--- src/rtl/xlat_pkg.sv ---
package xlat_pkg;
   // command codes on cmd_op
   typedef enum logic [1:0] {
      XB_IDLE   = 2'd0,
      XB_WR_IDX = 2'd1,
      XB_WR_RND = 2'd2,
      XB_PROBE  = 2'd3
   } xb_op_e;

   localparam int unsigned XB_DW      = 32;
   localparam int unsigned XB_VPN_LSB = 13;
   localparam int unsigned XB_VPN_W   = XB_DW - XB_VPN_LSB;
   localparam int unsigned XB_ASID_W  = 8;
   localparam logic [XB_DW-1:0] XB_MISS = 32'h8000_0000;
endpackage

--- src/rtl/xlat_slot_pick.sv ---
module xlat_slot_pick #(
   parameter int unsigned ENTRIES = 16,
   parameter int unsigned DW      = 32,
   localparam int unsigned IDX_W  = $clog2(ENTRIES)
) (
   input  logic             rnd,
   input  logic [DW-1:0]    index_in,
   input  logic [DW-1:0]    pin_in,
   input  logic [DW-1:0]    count_in,
   output logic [IDX_W-1:0] slot
);
   localparam logic [DW-1:0] ENT_W = DW'(ENTRIES);

   logic          all_pinned;
   logic [DW-1:0] span;
   logic [DW-1:0] rem;
   logic [DW-1:0] rnd_full;

   assign all_pinned = (pin_in >= ENT_W);
   // span never zero: the pinned-out case is steered away below
   assign span       = all_pinned ? {{(DW-1){1'b0}}, 1'b1} : (ENT_W - pin_in);
   assign rem        = count_in % span;
   assign rnd_full   = pin_in + rem;

   always_comb begin
      if (!rnd)
         slot = index_in[IDX_W-1:0];
      else if (all_pinned)
         slot = IDX_W'(ENTRIES - 1);
      else
         slot = rnd_full[IDX_W-1:0];
   end
endmodule

--- src/rtl/xlat_store.sv ---
module xlat_store #(
   parameter int unsigned ENTRIES = 16,
   parameter int unsigned DW      = 32,
   parameter int unsigned VPN_W   = 19,
   parameter int unsigned ASID_W  = 8,
   localparam int unsigned IDX_W  = $clog2(ENTRIES)
) (
   input  logic              clk,
   input  logic              rst_n,
   input  logic              we,
   input  logic [IDX_W-1:0]  wslot,
   input  logic [VPN_W-1:0]  w_vpn,
   input  logic [ASID_W-1:0] w_asid,
   input  logic              w_glob,
   input  logic [DW-1:0]     w_f0,
   input  logic [DW-1:0]     w_f1,
   input  logic [DW-1:0]     w_size,
   output logic [ENTRIES-1:0] valid,
   output logic [ENTRIES-1:0] glob,
   output logic [VPN_W-1:0]  vpn  [ENTRIES],
   output logic [ASID_W-1:0] asid [ENTRIES],
   output logic [DW-1:0]     f0   [ENTRIES],
   output logic [DW-1:0]     f1   [ENTRIES],
   output logic [DW-1:0]     size [ENTRIES]
);
   for (genvar i = 0; i < ENTRIES; i++) begin : g_slot
      logic hit_w;
      assign hit_w = we && (wslot == IDX_W'(i));

      always_ff @(posedge clk) begin
         if (!rst_n) begin
            valid[i] <= 1'b0;
            glob[i]  <= 1'b0;
            vpn[i]   <= '0;
            asid[i]  <= '0;
            f0[i]    <= '0;
            f1[i]    <= '0;
            size[i]  <= '0;
         end else if (hit_w) begin
            valid[i] <= 1'b1;
            glob[i]  <= w_glob;
            vpn[i]   <= w_vpn;
            asid[i]  <= w_asid;
            f0[i]    <= w_f0;
            f1[i]    <= w_f1;
            size[i]  <= w_size;
         end
      end
   end
endmodule

--- src/rtl/xlat_match.sv ---
module xlat_match #(
   parameter int unsigned ENTRIES = 16,
   parameter int unsigned VPN_W   = 19,
   parameter int unsigned ASID_W  = 8,
   localparam int unsigned IDX_W  = $clog2(ENTRIES)
) (
   input  logic [VPN_W-1:0]   p_vpn,
   input  logic [ASID_W-1:0]  p_asid,
   input  logic [ENTRIES-1:0] valid,
   input  logic [ENTRIES-1:0] glob,
   input  logic [VPN_W-1:0]   vpn  [ENTRIES],
   input  logic [ASID_W-1:0]  asid [ENTRIES],
   output logic               hit,
   output logic [IDX_W-1:0]   hit_idx
);
   logic [ENTRIES-1:0] m;

   // one comparator per slot, all in parallel
   for (genvar i = 0; i < ENTRIES; i++) begin : g_cmp
      assign m[i] = valid[i] && (vpn[i] == p_vpn) &&
                    (glob[i] || (asid[i] == p_asid));
   end

   // lowest index wins: scan from the top so the last write is the lowest
   always_comb begin
      hit     = 1'b0;
      hit_idx = '0;
      for (int i = ENTRIES - 1; i >= 0; i--) begin
         if (m[i]) begin
            hit     = 1'b1;
            hit_idx = IDX_W'(i);
         end
      end
   end
endmodule

--- src/rtl/xlat_buffer.sv ---
module xlat_buffer
   import xlat_pkg::*;
#(
   parameter int unsigned ENTRIES = 16,
   localparam int unsigned IDX_W  = $clog2(ENTRIES)
) (
   input  logic              clk,
   input  logic              rst_n,
   input  logic [1:0]        cmd_op,
   input  logic [31:0]       key_in,
   input  logic [31:0]       frame0_in,
   input  logic [31:0]       frame1_in,
   input  logic [31:0]       size_in,
   input  logic [31:0]       pin_in,
   input  logic [31:0]       count_in,
   input  logic [31:0]       index_in,
   output logic [31:0]       index_out,
   output logic              done,
   input  logic [IDX_W-1:0]  rd_slot,
   output logic [31:0]       rd_key,
   output logic [31:0]       rd_frame0,
   output logic [31:0]       rd_frame1,
   output logic [31:0]       rd_size
);
   if (ENTRIES < 2 || (1 << IDX_W) != ENTRIES) begin : g_bad_entries
      $error("xlat_buffer: ENTRIES must be a power of two, at least 2");
   end
   if (IDX_W >= 31) begin : g_bad_width
      $error("xlat_buffer: slot number collides with the miss bit");
   end

   xb_op_e op;
   assign op = xb_op_e'(cmd_op);

   logic             we;
   logic [IDX_W-1:0] wr_slot;
   logic             hit;
   logic [IDX_W-1:0] hit_idx;

   logic [ENTRIES-1:0]   valid, glob;
   logic [XB_VPN_W-1:0]  vpn  [ENTRIES];
   logic [XB_ASID_W-1:0] asid [ENTRIES];
   logic [XB_DW-1:0]     f0   [ENTRIES];
   logic [XB_DW-1:0]     f1   [ENTRIES];
   logic [XB_DW-1:0]     sz   [ENTRIES];

   assign we = (op == XB_WR_IDX) || (op == XB_WR_RND);

   xlat_slot_pick #(.ENTRIES(ENTRIES), .DW(XB_DW)) u_pick (
      .rnd      (op == XB_WR_RND),
      .index_in (index_in),
      .pin_in   (pin_in),
      .count_in (count_in),
      .slot     (wr_slot)
   );

   xlat_store #(.ENTRIES(ENTRIES), .DW(XB_DW), .VPN_W(XB_VPN_W),
                .ASID_W(XB_ASID_W)) u_store (
      .clk    (clk),
      .rst_n  (rst_n),
      .we     (we),
      .wslot  (wr_slot),
      .w_vpn  (key_in[XB_DW-1:XB_VPN_LSB]),
      .w_asid (key_in[XB_ASID_W-1:0]),
      .w_glob (frame0_in[0] & frame1_in[0]),
      .w_f0   (frame0_in),
      .w_f1   (frame1_in),
      .w_size (size_in),
      .valid  (valid),
      .glob   (glob),
      .vpn    (vpn),
      .asid   (asid),
      .f0     (f0),
      .f1     (f1),
      .size   (sz)
   );

   xlat_match #(.ENTRIES(ENTRIES), .VPN_W(XB_VPN_W),
                .ASID_W(XB_ASID_W)) u_match (
      .p_vpn   (key_in[XB_DW-1:XB_VPN_LSB]),
      .p_asid  (key_in[XB_ASID_W-1:0]),
      .valid   (valid),
      .glob    (glob),
      .vpn     (vpn),
      .asid    (asid),
      .hit     (hit),
      .hit_idx (hit_idx)
   );

   always_ff @(posedge clk) begin
      if (!rst_n) begin
         index_out <= '0;
         done      <= 1'b0;
      end else begin
         done <= (op != XB_IDLE);
         if (op == XB_PROBE)
            index_out <= hit ? XB_DW'(hit_idx) : XB_MISS;
      end
   end

   localparam int unsigned GAP = XB_VPN_LSB - XB_ASID_W;
   assign rd_key    = {vpn[rd_slot], {GAP{1'b0}}, asid[rd_slot]};
   assign rd_frame0 = f0[rd_slot];
   assign rd_frame1 = f1[rd_slot];
   assign rd_size   = sz[rd_slot];
endmodule

--- config.mk ---
export PLATFORM = sky130hd
export DESIGN_NAME = xlat_buffer
export DESIGN_NICKNAME = d
export VERILOG_FILES = /design/src/rtl/xlat_pkg.sv /design/src/rtl/xlat_slot_pick.sv /design/src/rtl/xlat_store.sv /design/src/rtl/xlat_match.sv /design/src/rtl/xlat_buffer.sv
export SDC_FILE = /design/constraint.sdc
export NUM_CORES = 2
export LEC_CHECK = 0
export CELL_PAD_IN_SITES_DETAIL_PLACEMENT = 1
export CELL_PAD_IN_SITES_GLOBAL_PLACEMENT = 1
export CORE_MARGIN = 2
export CORE_UTILIZATION = 40
export CTS_BUF_LIST = sky130_fd_sc_hd__clkbuf_4 sky130_fd_sc_hd__clkbuf_8
export DETAILED_ROUTE_END_ITERATION = 16
export PLACE_DENSITY_LB_ADDON = 0.1
export REMOVE_ABC_BUFFERS = 1
export SLEW_MARGIN = 20
export SYNTH_ARGS = -nofsm -noshare
export SYNTH_HDL_FRONTEND = slang
export SYNTH_SLANG_ARGS = --single-unit
export TNS_END_PERCENT = 30
--- constraint.sdc ---
create_clock -name clk -period 100.3 [get_ports clk]
set_clock_uncertainty 0.1 [all_clocks]
set_input_delay 20.06 -clock clk [delete_from_list [all_inputs] [get_ports clk]]
set_output_delay 20.06 -clock clk [all_outputs]
set_load 0.02 [all_outputs]
# Word-level counts from Yosys, hierarchy flattened
# Cells that the tools add are included.
# totals
reg_bits	2033
inputBits	232
word_cells	289
# classes
add_sub_neg	2
div_mod_pow	1
magnitude_cmp	2
eq_ne	50
n_mux	51
n_bitwise	2
n_reduce_logical	67
# ops
operator	count
$bmux W32 S4	3
$eq A19 B19 Y1	16
$mux W32	8
$eq A8 B8 Y1	16
$bmux W19 S4	1
$mux W4	18
$logic_and A1 B1 Y1	48
$mux W19	2
$bmux W8 S4	1
$eq A4 B4 Y1 const B	8
$ge A32 B5 Y1 const B	1
$mod A32 B32 Y32	1
$sub A5 B32 Y32 const A	1
$logic_or A1 B1 Y1	17
$eq A4 B3 Y1 const B	4
$mux W1	16
$mux W8	2
$eq A4 B2 Y1 const B	2
$ge A5 B5 Y1 const B	1
$not A4 Y5	1
$add A4 B4 Y4	1
$eq A2 B2 Y1 const B	2
$eq A4 B1 Y1 const B	1
$logic_not A4 Y1	1
other kinds (3)	3

# Depth between registers and ports, before layout
# depth
word_depth	20
ltp_mapped	383
mapped_depth_nobuf	348

# By module
# A second synthesis with hierarchy kept.
# unflattened
hier_cells	12899
hier_area_um2	120669.5
# modules_own_cells
module	n_inst	cells_each	area_each_um2	seq_area_each_um2
xlat_store	1	6716	70553.9	40038.4
xlat_slot_pick	1	4414	29871.1	0.0
xlat_buffer	1	1091	14881.8	120.1
xlat_match	1	678	5362.6	0.0

# Least setup slack after synthesis
# OpenSTA, ideal clock, no wires.
# synth_timing
kind	input to register
from	input port pin_in[0]
to	register u_store.f1[429] (netlist name)
setup_ns	0.072
arrival_ns	93.177
path_slack_ns	6.951
stages	342
path_buffers	51
path_cell_list	inv_1 ha_1 nand2b_1 nor2_1 a211oi_2 buf_2 nand2_1 nor2_1 nand2_1 ha_1 nor2_1 a41o_1 a22o_1 ha_1 a21oi_1 nor2b_1 nor2_1 inv_1 (+306 left out) a21oi_1 o211a_1 o21ai_0 a211oi_1 o21ai_0 ha_1 fa_1 nor2_1 nand2_1 o21ai_0 nand2b_1 nor2_1 nand2_1 o22ai_1 buf_2 buf_2 buf_4 mux2i_1
# synth_via
elab_chain_cells	8
# synth_rtl
item	line	rtl
from (decl)	xlat_buffer.sv:14	input logic [31:0] pin_in,
$sub A5 B32 Y32 or $ge A32 B5 Y1 (tied branches)	xlat_slot_pick.sv:21, xlat_slot_pick.sv:19	
$mux W32	xlat_slot_pick.sv:21	assign span = all_pinned ? {{(DW-1){1'b0}}, 1'b1} : (ENT_W - pin_in);
$mod A32 B32 Y32	xlat_slot_pick.sv:22	assign rem = count_in % span;
$add A4 B4 Y4	xlat_slot_pick.sv:23	assign rnd_full = pin_in + rem;
$mux W4 *	xlat_slot_pick.sv:28	else if (all_pinned)
$mux W4 *	xlat_slot_pick.sv:26	if (!rnd)
$eq A4 B2 Y1 *	xlat_store.sv:28	assign hit_w = we && (wslot == IDX_W'(i));
$logic_and A1 B1 Y1 *	xlat_store.sv:28	
to (signal, indexed assignment)	xlat_store.sv:45	f1[i] <= w_f1;
to (decl)	xlat_store.sv:23	output logic [DW-1:0] f1 [ENTRIES],
# Mark *: on every way between the ends. The rest lies on a longest branch, timed or not.
# A chain may end at the register's enable or synchronous reset.

# Worst setup path after layout
# layout_timing
from	input port pin_in[0]
to	register u_store.size[473] (netlist name)
# layout_via
elab_chain_cells	8
# layout_rtl
item	line	rtl
$sub A5 B32 Y32 or $ge A32 B5 Y1 (tied branches)	xlat_slot_pick.sv:21, xlat_slot_pick.sv:19	
$mux W32	xlat_slot_pick.sv:21	
$mod A32 B32 Y32	xlat_slot_pick.sv:22	
$add A4 B4 Y4	xlat_slot_pick.sv:23	
$mux W4 *	xlat_slot_pick.sv:28	
$mux W4 *	xlat_slot_pick.sv:26	
$eq A4 B1 Y1 *	xlat_store.sv:28	
$logic_and A1 B1 Y1 *	xlat_store.sv:28	
to (signal, indexed assignment)	xlat_store.sv:46	size[i] <= w_size;
to (decl)	xlat_store.sv:24	output logic [DW-1:0] size [ENTRIES]
# Marked as above.

==> run summary <==
The worst hold-check path type is reg2reg. The number of design-rule violations left by the first detailed-router iteration came out at 5550. The primary flip-flop cell chosen by synthesis mapping is sky130_fd_sc_hd__dfxtp_1. The die width came out at 553 µm.

The wire length of the first global-routing pass is 671000 µm. In the final routed layout, each cell accounts on average for 23.6 µm. The required time of the worst setup path is 101.03 ns. The slack of the worst reg-to-reg path came out at 96.19 ns. The detailed-routing wirelength on met1 is 198000 µm. The uppermost signal routing layer after detailed routing is met5. The normalized max-slew margin is 0.170. The initial antenna violation count is 28. The total setup violations reported at the end of the flow is 0.

Among all cell types in the netlist, the one instantiated most often is sky130_fd_sc_hd__nand2_1. Input and output buffers added on the ports amount to 327. The row count is 201. The via count of the first global-routing pass is 110795. The highest-delay cell along the critical path is sky130_fd_sc_hd__or4_1. The floorplan die area came out at 305000 µm². The core area is 300000 µm². The all-layer global routing usage is 0.280. The buffer and inverter count on the worst path is 67. The worst setup path is captured at a register. The DRC violation count after routing came out at 0. By area the synthesized netlist is led by sky130_fd_sc_hd__dfxtp_1 33%, sky130_fd_sc_hd__mux2i_1 17%, sky130_fd_sc_hd__mux4_2 12%. The clock transition at the registers of the reported paths came out at 0.07 ns. 393 I/O pins were placed. The layout cell share with drive strength beyond 1 came out at 0.224. In this run the vertical extent of the chip is 553 µm. The worst setup path is launched from a primary input. For this run the aggregate overflow at the end of global routing stands at 0.

The startpoint identified for the worst hold timing path is u_store.valid[9]. The routed length on met3 is 15700 µm. Among the stages of the critical path, the cell type that occurs most often is sky130_fd_sc_hd__buf_4. The data arrival at the endpoint of the critical path came out at 96.05 ns. The starting density of the core came out at 0.402.

On the critical path the largest part of the delay comes from compound AO/OA/AOI/OAI gates. For the worst flop-to-flop path, the logic depth is 14. The sink of the worst hold path is u_store.valid[9]. The final worst-path cycle share is 0.950. The CTS sink count came out at 2006.

The total clock buffers created by CTS came out at 327. The synthesis-to-finish area growth came out at 23.9%. The remaining number of nets flagged by the antenna check after routing came out at 0.

The reg-to-reg critical path startpoint is u_store.vpn[11]. The instance count of the mapped netlist came out at 12526. The total number of H-tree levels came out at 5.

The worst hold path passes through 2 cells. The number of nets in the final layout is 15232. sky130_fd_sc_hd__dfxtp_1 takes more of the synthesized area than any other cell.

For this run, the number of Yosys warnings is 0. The synthesized area is 120000 µm². The count of distinct cell types in the synthesized netlist came out at 114.

The critical path's largest stage delay came out at 0.55 ns. The root buffer cell chosen for the clock tree is sky130_fd_sc_hd__clkbuf_8. The routed length on met2 is 213000 µm.

In this run the mean area of a mapped cell was 9.61 µm². The total via count after detailed routing is 103347. The number of detailed-routing iterations run before antenna repair is 5. Counting I/O delays and the setup requirement, the final critical path takes 95.32 ns. The number of vias per cell after detailed routing is 5.53. The last weighted congestion value of the routability-driven placer came out at 0.907. Derived from the worst setup path, the maximum achievable clock frequency is 10.5 MHz.

The placed wire-length estimate came out at 322000 µm. The final-report hold violation count is 0. For the final routed database, the setup TNS stands at 0 ns. The share of the synthesized area in the top cell type came out at 0.334.

The maximum fanout count along the critical path is 20. The type of the worst setup path is in2reg. At the later pin of the worst-skew pair, clock insertion delay measures 0.96 ns.

No sink is reached through more buffers than the 4 on the longest clock path. The detailed-route wire length is 441000 µm. The worst register-to-register path ends at index_out[0].

The maximum number of pins on one net before global-route repair is 202. Yosys mapped a number of flops with a built-in enable equal to 0. The run finished with clean final reports. The number of buffers inserted by hold repair at cts came out at 0.

The fraction of registers with async set or reset after synthesis is 0. TritonCTS built the clock tree. The number of slew-limit violations in the final report came to 0. The max-cap check violation count came out at 0. Ranked by instance count, the synthesized netlist is headed by 2584 x sky130_fd_sc_hd__nand2_1, 2011 x sky130_fd_sc_hd__mux2i_1, 2006 x sky130_fd_sc_hd__dfxtp_1. The pin slew with the least headroom to its limit is 1.23 ns. The number of synthesized register bits is 2006.

The sequential-to-total area share from yosys stat came out at 0.334.
[cells by family (layout without fill, tap and decap cells)]
kind of cell    after synthesis  after routing  share of synthesized area
compound gates             1596           1596                     0.0905
other cells                   2            419                  0.0000624
simple gates               3833           3833                      0.136
flops                      2006           2006                      0.334
buf+inv                    1126           2911                     0.0430
xor+xnor                    755            755                     0.0550
mux                        2690           2690                      0.288
fa+ha+maj                   518            518                     0.0540
[timing repair]
item | CTS | global route
endpoints found under the setup margin | 0 | 2000
resized for setup | 0 | 70
setup buffers | 0 | 13
[cells in the final DEF, fill, tap and decap left out, types with 140 or more instances in the layout]
master / n
sky130_fd_sc_hd__xor2_1: 437
sky130_fd_sc_hd__conb_1: 410
sky130_fd_sc_hd__nand3_1: 140
sky130_fd_sc_hd__ha_1: 516
sky130_fd_sc_hd__buf_4: 1675
sky130_fd_sc_hd__clkbuf_8: 411
sky130_fd_sc_hd__nor3_1: 148
sky130_fd_sc_hd__a21oi_1: 365
sky130_fd_sc_hd__nor2_1: 394
sky130_fd_sc_hd__xnor2_1: 316
sky130_fd_sc_hd__a21o_1: 198
sky130_fd_sc_hd__mux4_2: 615
sky130_fd_sc_hd__dfxtp_1: 2006
sky130_fd_sc_hd__inv_1: 177
sky130_fd_sc_hd__mux2i_1: 2009
sky130_fd_sc_hd__nand2_1: 2580
sky130_fd_sc_hd__o21ai_0: 251
sky130_fd_sc_hd__buf_12: 162
sky130_fd_sc_hd__clkdlybuf4s50_1: 317
[flip-flops by register name, indices dropped and copies added, names as in the netlist]
signal,flops
u_store.valid,16
u_store.f0,512
u_store.vpn,304
u_store.glob,16
u_store.size,512
index_out,5
done,1
u_store.f1,512
u_store.asid,128
[metal layers]
layer  global-route usage  vias to the layer above
li1                     -                    48232
met1                0.367                    52478
met2                0.485                     1977
met3               0.0261                      654
met4               0.0841                        6
met5                    0                        -
[worst max-delay path by stage]
stage          slack (ns)      start  depth (start not counted)           endpoint
2_1_floorplan       -9.81  pin_in[0]                        297  u_store.valid[15]
3_3_place_gp         1.17  pin_in[0]                        336   u_store.size[99]
3_5_place_dp        -0.13  pin_in[0]                        345    u_store.f0[131]
4_1_cts              0.38  pin_in[0]                        340    u_store.f0[141]
5_1_grt             -0.13  pin_in[0]                        363    u_store.f0[275]
6_report             4.98  pin_in[0]                        358  u_store.size[473]
[metrics by stage]
step           worst slack, ns  cell area, µm²   util  cells  hold slack, ns
2_1_floorplan            -9.81          117000      -  11986           0.325
5_1_grt                 -0.126          149000  0.498  18684           0.367
3_3_place_gp              1.17          142000  0.473  18098           0.332
6_report                  4.98          149000  0.498  18686           0.354
4_1_cts                  0.382          149000  0.496  18664           0.352
3_5_place_dp            -0.126          142000  0.473  18098           0.343
[area by class of cell]
type,instances,area (µm²)
well taps,3958,4950
flip-flops and latches,2006,40200
clock buffers,510,6400
clock inverters,56,531
diodes,9,22.5
fillers,33702,150000
inverters,178,668
multi-input cells,9802,77200
repair buffers,2167,19200
[worst min-delay path: cells and delay by family, from the launching register on]
kind	cells	cell delay (ns)
flops	1	0.31
buf+inv	1	0.05
compound gates	1	0.05
Power is left out: the tool's default activity adds up to more than one toggle a clock period on the data nets, which glitch-free logic cannot reach.
